**src/rtl/irq_agg_pkg.sv**
```systemverilog
package irq_agg_pkg;
  localparam int unsigned REG_AW = 2;

  typedef enum logic [REG_AW-1:0] {
    ADDR_PEND  = 2'd0,
    ADDR_EN    = 2'd1,
    ADDR_CLR   = 2'd2,
    ADDR_RSVD  = 2'd3
  } reg_addr_e;
endpackage

```
**src/rtl/irq_agg_rst_sync.sv**
```systemverilog
module irq_agg_rst_sync #(
  parameter int unsigned STAGES = 2
) (
  input  logic clk,
  input  logic rst_n,
  output logic rst_n_sync
);
  logic [STAGES-1:0] sync_q;
  logic [STAGES-1:0] sync_d;

  always_comb begin
    sync_d = {sync_q[STAGES-2:0], 1'b1};
  end

  always_ff @(posedge clk or negedge rst_n) begin
    if (!rst_n) sync_q <= '0;
    else        sync_q <= sync_d;
  end

  assign rst_n_sync = sync_q[STAGES-1];
endmodule

```
**src/rtl/irq_agg_pend.sv**
```systemverilog
module irq_agg_pend #(
  parameter int unsigned NUM_CH = 32,
  parameter int unsigned CODE_W = $clog2(NUM_CH)
) (
  input  logic              clk,
  input  logic              rst_n,
  input  logic              set_vld,
  input  logic [CODE_W-1:0] set_code,
  input  logic [NUM_CH-1:0] clr_mask,
  output logic [NUM_CH-1:0] pend_q
);
  logic [NUM_CH-1:0] set_mask;
  logic [NUM_CH-1:0] pend_d;
  logic              pend_upd;

  for (genvar i = 0; i < NUM_CH; i++) begin : g_dec
    assign set_mask[i] = set_vld && (set_code == CODE_W'(i));
  end

  // Set takes priority over a simultaneous clear of the same bit
  always_comb begin
    pend_d   = (pend_q & ~clr_mask) | set_mask;
    pend_upd = set_vld || (|clr_mask);
  end

  always_ff @(posedge clk or negedge rst_n) begin
    if (!rst_n)        pend_q <= '0;
    else if (pend_upd) pend_q <= pend_d;
  end

  assert_set_visible_R1: assert property (@(posedge clk) disable iff (!rst_n)
    set_vld |=> ((pend_q & $past(set_mask)) == $past(set_mask)));

  assert_zero_clear_keeps_R4: assert property (@(posedge clk) disable iff (!rst_n)
    1'b1 |=> ((pend_q & ($past(pend_q) & ~$past(clr_mask)))
              == ($past(pend_q) & ~$past(clr_mask))));
endmodule

```
**src/rtl/irq_agg_regif.sv**
```systemverilog
module irq_agg_regif
  import irq_agg_pkg::*;
#(
  parameter int unsigned NUM_CH = 32
) (
  input  logic              clk,
  input  logic              rst_n,
  input  logic              wr_en,
  input  logic [REG_AW-1:0] wr_addr,
  input  logic [NUM_CH-1:0] wr_data,
  input  logic [REG_AW-1:0] rd_addr,
  input  logic [NUM_CH-1:0] pend,
  output logic [NUM_CH-1:0] en_q,
  output logic [NUM_CH-1:0] clr_mask,
  output logic [NUM_CH-1:0] rd_data
);
  logic en_we;

  always_comb begin
    en_we    = wr_en && (reg_addr_e'(wr_addr) == ADDR_EN);
    clr_mask = (wr_en && (reg_addr_e'(wr_addr) == ADDR_CLR)) ? wr_data : '0;
  end

  always_ff @(posedge clk or negedge rst_n) begin
    if (!rst_n)     en_q <= '0;
    else if (en_we) en_q <= wr_data;
  end

  always_comb begin
    unique case (reg_addr_e'(rd_addr))
      ADDR_PEND: rd_data = pend;
      ADDR_EN:   rd_data = en_q;
      default:   rd_data = '0;
    endcase
  end

  assert_en_hold_R10: assert property (@(posedge clk) disable iff (!rst_n)
    !(wr_en && (wr_addr == 2'd1)) |=> $stable(en_q));
endmodule

```
**src/rtl/irq_agg_pulse.sv**
```systemverilog
module irq_agg_pulse #(
  parameter int unsigned NUM_CH = 32
) (
  input  logic              clk,
  input  logic              rst_n,
  input  logic [NUM_CH-1:0] masked,
  output logic              irq
);
  logic armed_q;
  logic armed_d;
  logic any_masked;

  always_comb begin
    any_masked = |masked;
    irq        = armed_q && any_masked;
    if (irq)             armed_d = 1'b0;
    else if (!any_masked) armed_d = 1'b1;
    else                 armed_d = armed_q;
  end

  always_ff @(posedge clk or negedge rst_n) begin
    if (!rst_n) armed_q <= 1'b1;
    else        armed_q <= armed_d;
  end

  assert_single_cycle_R2: assert property (@(posedge clk) disable iff (!rst_n)
    irq |=> !irq);

  assert_hold_until_drain_R5: assert property (@(posedge clk) disable iff (!rst_n)
    (!armed_q && any_masked) |=> !irq);
endmodule

```
**src/rtl/dma_cmpl_irq_agg.sv**
```systemverilog
module dma_cmpl_irq_agg
  import irq_agg_pkg::*;
#(
  parameter int unsigned NUM_CH = 32,
  parameter int unsigned CODE_W = $clog2(NUM_CH)
) (
  input  logic              clk,
  input  logic              rst_n,
  input  logic              cmpl_valid,
  input  logic [CODE_W-1:0] cmpl_code,
  input  logic              reg_wr_en,
  input  logic [REG_AW-1:0] reg_addr,
  input  logic [NUM_CH-1:0] reg_wdata,
  input  logic [REG_AW-1:0] rd_addr,
  output logic [NUM_CH-1:0] rd_data,
  output logic              irq_pulse
);
  logic              rst_n_sync;
  logic [NUM_CH-1:0] pend_q;
  logic [NUM_CH-1:0] en_q;
  logic [NUM_CH-1:0] clr_mask;
  logic [NUM_CH-1:0] masked;

  irq_agg_rst_sync #(.STAGES(2)) i_rst_sync (
    .clk        (clk),
    .rst_n      (rst_n),
    .rst_n_sync (rst_n_sync)
  );

  irq_agg_pend #(.NUM_CH(NUM_CH), .CODE_W(CODE_W)) i_pend (
    .clk      (clk),
    .rst_n    (rst_n_sync),
    .set_vld  (cmpl_valid),
    .set_code (cmpl_code),
    .clr_mask (clr_mask),
    .pend_q   (pend_q)
  );

  irq_agg_regif #(.NUM_CH(NUM_CH)) i_regif (
    .clk      (clk),
    .rst_n    (rst_n_sync),
    .wr_en    (reg_wr_en),
    .wr_addr  (reg_addr),
    .wr_data  (reg_wdata),
    .rd_addr  (rd_addr),
    .pend     (pend_q),
    .en_q     (en_q),
    .clr_mask (clr_mask),
    .rd_data  (rd_data)
  );

  assign masked = pend_q & en_q;

  irq_agg_pulse #(.NUM_CH(NUM_CH)) i_pulse (
    .clk    (clk),
    .rst_n  (rst_n_sync),
    .masked (masked),
    .irq    (irq_pulse)
  );

  assert_irq_enabled_only_R3: assert property (@(posedge clk) disable iff (!rst_n_sync)
    irq_pulse |-> ((pend_q & en_q) != '0));
endmodule

```
**config.mk**
```make
export PLATFORM = sky130hd
export DESIGN_NAME = dma_cmpl_irq_agg
export DESIGN_NICKNAME = d
export VERILOG_FILES = /design/src/rtl/irq_agg_pkg.sv /design/src/rtl/irq_agg_rst_sync.sv /design/src/rtl/irq_agg_pend.sv /design/src/rtl/irq_agg_regif.sv /design/src/rtl/irq_agg_pulse.sv /design/src/rtl/dma_cmpl_irq_agg.sv
export SDC_FILE = /design/constraint.sdc
export NUM_CORES = 1
export LEC_CHECK = 0
export ABC_AREA = 1
export BUFFER_PORTS_ARGS = -buffer_cell sky130_fd_sc_hd__buf_2
export CAP_MARGIN = 10
export CORE_MARGIN = 2
export CORE_UTILIZATION = 40
export CTS_CLUSTER_SIZE = 16
export DETAILED_ROUTE_END_ITERATION = 10
export HOLD_SLACK_MARGIN = 0.03
export PLACE_DENSITY = 0.69
export SETUP_SLACK_MARGIN = 0.4
export SYNTH_ARGS = -nofsm -noshare
export SYNTH_HDL_FRONTEND = slang
export SYNTH_SLANG_ARGS = --single-unit
```
**constraint.sdc**
```tcl
create_clock -name clk -period 2.25 [get_ports clk]
set_input_delay 0.1125 -clock clk [delete_from_list [all_inputs] [get_ports clk]]
set_output_delay 0.1125 -clock clk [all_outputs]
set_load 0.005 [all_outputs]
```
==> impl_metrics.json <==
{
  "holdPathEnd": "i_regif.en_q[17]",
  "final_nets": 574,
  "remaining_drc_errors": 0,
  "insertedDiodeCount": 0,
  "post_cts_buffers": 0,
  "comb_power_share": 0.191,
  "ioPinCount": 78,
  "min_path_type": "primary input to flip-flop",
  "yosys.cell_types.count": 19,
  "cts.clk_slew.worst_paths_ns": 0.07,
  "antenna_found_initial": 0,
  "swShare": 0.303,
  "die_h_um": 97.2,
  "num_rows": 33,
  "period_share": 0.721,
  "power_density_nw_per_um2": 745,
  "crit_fanout": 3,
  "yosysMostFrequentCell": "nand2_1",
  "status": "finished, final reports clean",
  "yosys.area.top_type_share": 0.476,
  "ys_async_sr_fraction": 1.00,
  "drv_cap": 0,
  "syn_to_final_growth_pct": 20.7,
  "r2r-end": "i_pulse.armed_q",
  "dpl.hpwl_mm": 6.36,
  "layout_min_cycle_time_ns": 1.62,
  "avgSynthCellArea_um2": 7.73,
  "post_route_cells_drive_above_1_share": 0.247,
  "grt_pass1_wl_mm": 15.4,
  "endpoint_kind": "output pin",
  "fin_ws_ns": 0.627,
  "synth_cells": 449,
  "synth_edf_count": 0,
  "yosys_register_bits": 67,
  "finalSetupTns_ns": 0,
  "vias": 3158,
  "routed_wl_mm": 9.16,
  "setup_viol": 0,
  "required_ns": 2.14,
  "numClockSinks": 67,
  "wl_per_cell_um": 14.3,
  "power_leakage_nw": 2.18,
  "p_switching_uw": 947,
  "synth_common_cells": "nand2_1, o21ai_0, inv_1",
  "die_area_um2": 9440,
  "detail-route-antenna-nets": 0,
  "fp.dieW_um": 97.2,
  "power_frac_seq": 0.492,
  "vias_per_cell": 4.94,
  "p_int_mw": 2.17,
  "cts_root_buf": "clkbuf_8",
  "dr.pass1.iters": 4,
  "io_buffers": 77,
  "rsz0062_at_grt": "false",
  "hold_depth": 3,
  "cts_tree": "done",
  "yosysTopAreaCell": "dfrtp_1",
  "grt_max_degree": 65,
  "clk_latency_ns": 0.35,
  "ys_top_cells_by_area": "dfrtp_1, o21ai_0, nand2_1, inv_1, o21ai_2",
  "yosysSeqAreaShare": 0.483,
  "drt-initial-drc-count": 209,
  "synth_warnings": 0,
  "cp_data_arrival_time_ns": 1.51,
  "slew_violations": 0,
  "syn_nets": 494,
  "max_slew.worst_pin.slew_ns": 1.11,
  "cts_max_level": 3,
  "final_util": 0.505,
  "pre_cts_ws_ns": 0.477,
  "grt_pass1_vias": 3128,
  "startpoint_type": "flip-flop",
  "skew_ns": 0.00531,
  "clockBufferDepth": 2,
  "worstHoldStart": "reg_wdata[17]",
  "hold_viol_final": 0,
  "r2r-start": "i_pend.pend_q[6]",
  "grt_util_all_layers": 0.205,
  "ir_worst_vdd_mv": 0.422,
  "path_class": "flip-flop to output pin",
  "relSlewSlack": 0.257,
  "numCtsBuffers": 9,
  "grt.overflow.total": 0,
  "gp_congestion": 0.805,
  "fmax_ghz": 0.616,
  "synthFlopType": "dfrtp_1",
  "p_clk_frac": 0.317,
  "netlist_area_um2": 3470,
  "fp.coreArea_um2": 8300,
  "r2r_cells": 6,
  "initial_core_util": 0.418,
  "reg2reg_slack_ns": 1.14
}
[registers in the layout, indices dropped and copies added (netlist names)]
| register | cells |
|---|---|
| i_pulse.armed_q | 1 |
| i_pend.pend_q | 32 |
| i_rst_sync.sync_q | 2 |
| i_regif.en_q | 32 |
[layer usage]
| layer | share of wire | up-vias | track usage |
|---|---|---|---|
| met1 | 0.45 | 1466 | 0.275 |
| met4 | 0.012 | 0 | 0.0693 |
| met3 | 0.061 | 10 | 0.0410 |
| li1 | - | 1588 | - |
| met2 | 0.47 | 94 | 0.333 |
| met5 | 0 | - | 0 |
[cell type report]
class                      instances  area [um2]
clock inverter                     5        52.6
fill                             807        4110
inverter                          74         278
sequential                        67        1680
clock buffer                      11         141
tap                              105         131
multi-input combinational        287        1410
timing repair buffer              90         503
[stage by stage]
| step | hold slack (ns) | instances | total power [mW] | cell area (um2) |
|---|---|---|---|---|
| finish | 0.0404 | 639 | 3.12 | 4190 |
| global placement | -0.100 | 615 | 2.12 | 3920 |
| global route | 0.0420 | 639 | 3.33 | 4190 |
| floorplan | -0.183 | 449 | 1.92 | 3470 |
| CTS | 0.0324 | 639 | 3.15 | 4190 |
| detailed placement | -0.0991 | 615 | 2.15 | 3920 |
[how the worst max path moves through the flow]
stage	startpoint	to	slack (ns)	cells past startpoint
finish	i_pend.pend_q[6]	irq_pulse	0.63	7
global route	i_regif.en_q[0]	irq_pulse	0.50	7
CTS	i_pend.pend_q[6]	irq_pulse	0.61	7
detailed placement	reg_addr[1]	i_regif.en_q[13]	0.48	4
global placement	reg_addr[1]	i_regif.en_q[28]	0.62	4
floorplan	i_rst_sync.sync_q[1]	i_pend.pend_q[0]	1.10	0
[logic make-up (layout without fill, tap and decap cells)]
family                 after synthesis  after routing  share of synthesized area
other                                1              1                    0.00108
AND/OR/NAND/NOR                    157            157                      0.185
flip-flops                          67             67                      0.483
buffers and inverters               95            180                      0.112
AO/OA/AOI/OAI                      129            129                      0.218
[worst max-delay path: stages (launching register included)]
cell     delay [ns]
dfrtp_1        0.40
nand2_1        0.08
nand2_1        0.05
nor2_1         0.11
nand2_1        0.08
nor2_1         0.19
a21oi_1        0.13
buf_2          0.14
[layout by cell type (no fill, tap or decap)]
| cell type | Yosys | layout |
|---|---|---|
| a21oi_1 | 1 | 1 |
| and2_1 | 1 | 1 |
| buf_2 | 3 | 77 |
| buf_4 | 0 | 5 |
| bufinv_16 | 0 | 1 |
| clkbuf_1 | 11 | 1 |
| clkbuf_8 | 0 | 10 |
| clkinv_2 | 0 | 3 |
| clkinvlp_4 | 0 | 1 |
| conb_1 | 1 | 1 |
| dfrtp_1 | 66 | 65 |
| dfrtp_2 | 0 | 1 |
| dfstp_2 | 1 | 1 |
| dlygate4sd3_1 | 0 | 8 |
| inv_1 | 73 | 73 |
| inv_2 | 1 | 1 |
| nand2_1 | 105 | 105 |
| nand3_1 | 32 | 32 |
| nand3_2 | 1 | 1 |
| nor2_1 | 17 | 17 |
| o21ai_0 | 97 | 97 |
| o21ai_1 | 1 | 1 |
| o21ai_2 | 30 | 30 |
| or2_4 | 1 | 1 |
[repair_timing]
| action | 4_1_cts | 5_1_grt |
|---|---|---|
| hold buffers | 8 | 0 |
| gates resized for setup | 0 | 0 |
| hold endpoints to repair | 9 | 0 |
[power by group through the flow]
stage / clock network (mW) / registers [mW] / logic (mW)
after floorplan: 0 / 1.53 / 0.393
after global placement: 0 / 1.55 / 0.575
after detailed placement: 0 / 1.55 / 0.592
after CTS: 1.01 / 1.53 / 0.606
after global routing: 1.07 / 1.56 / 0.697
final: 0.990 / 1.54 / 0.597
(Power assumes the default switching activity.)
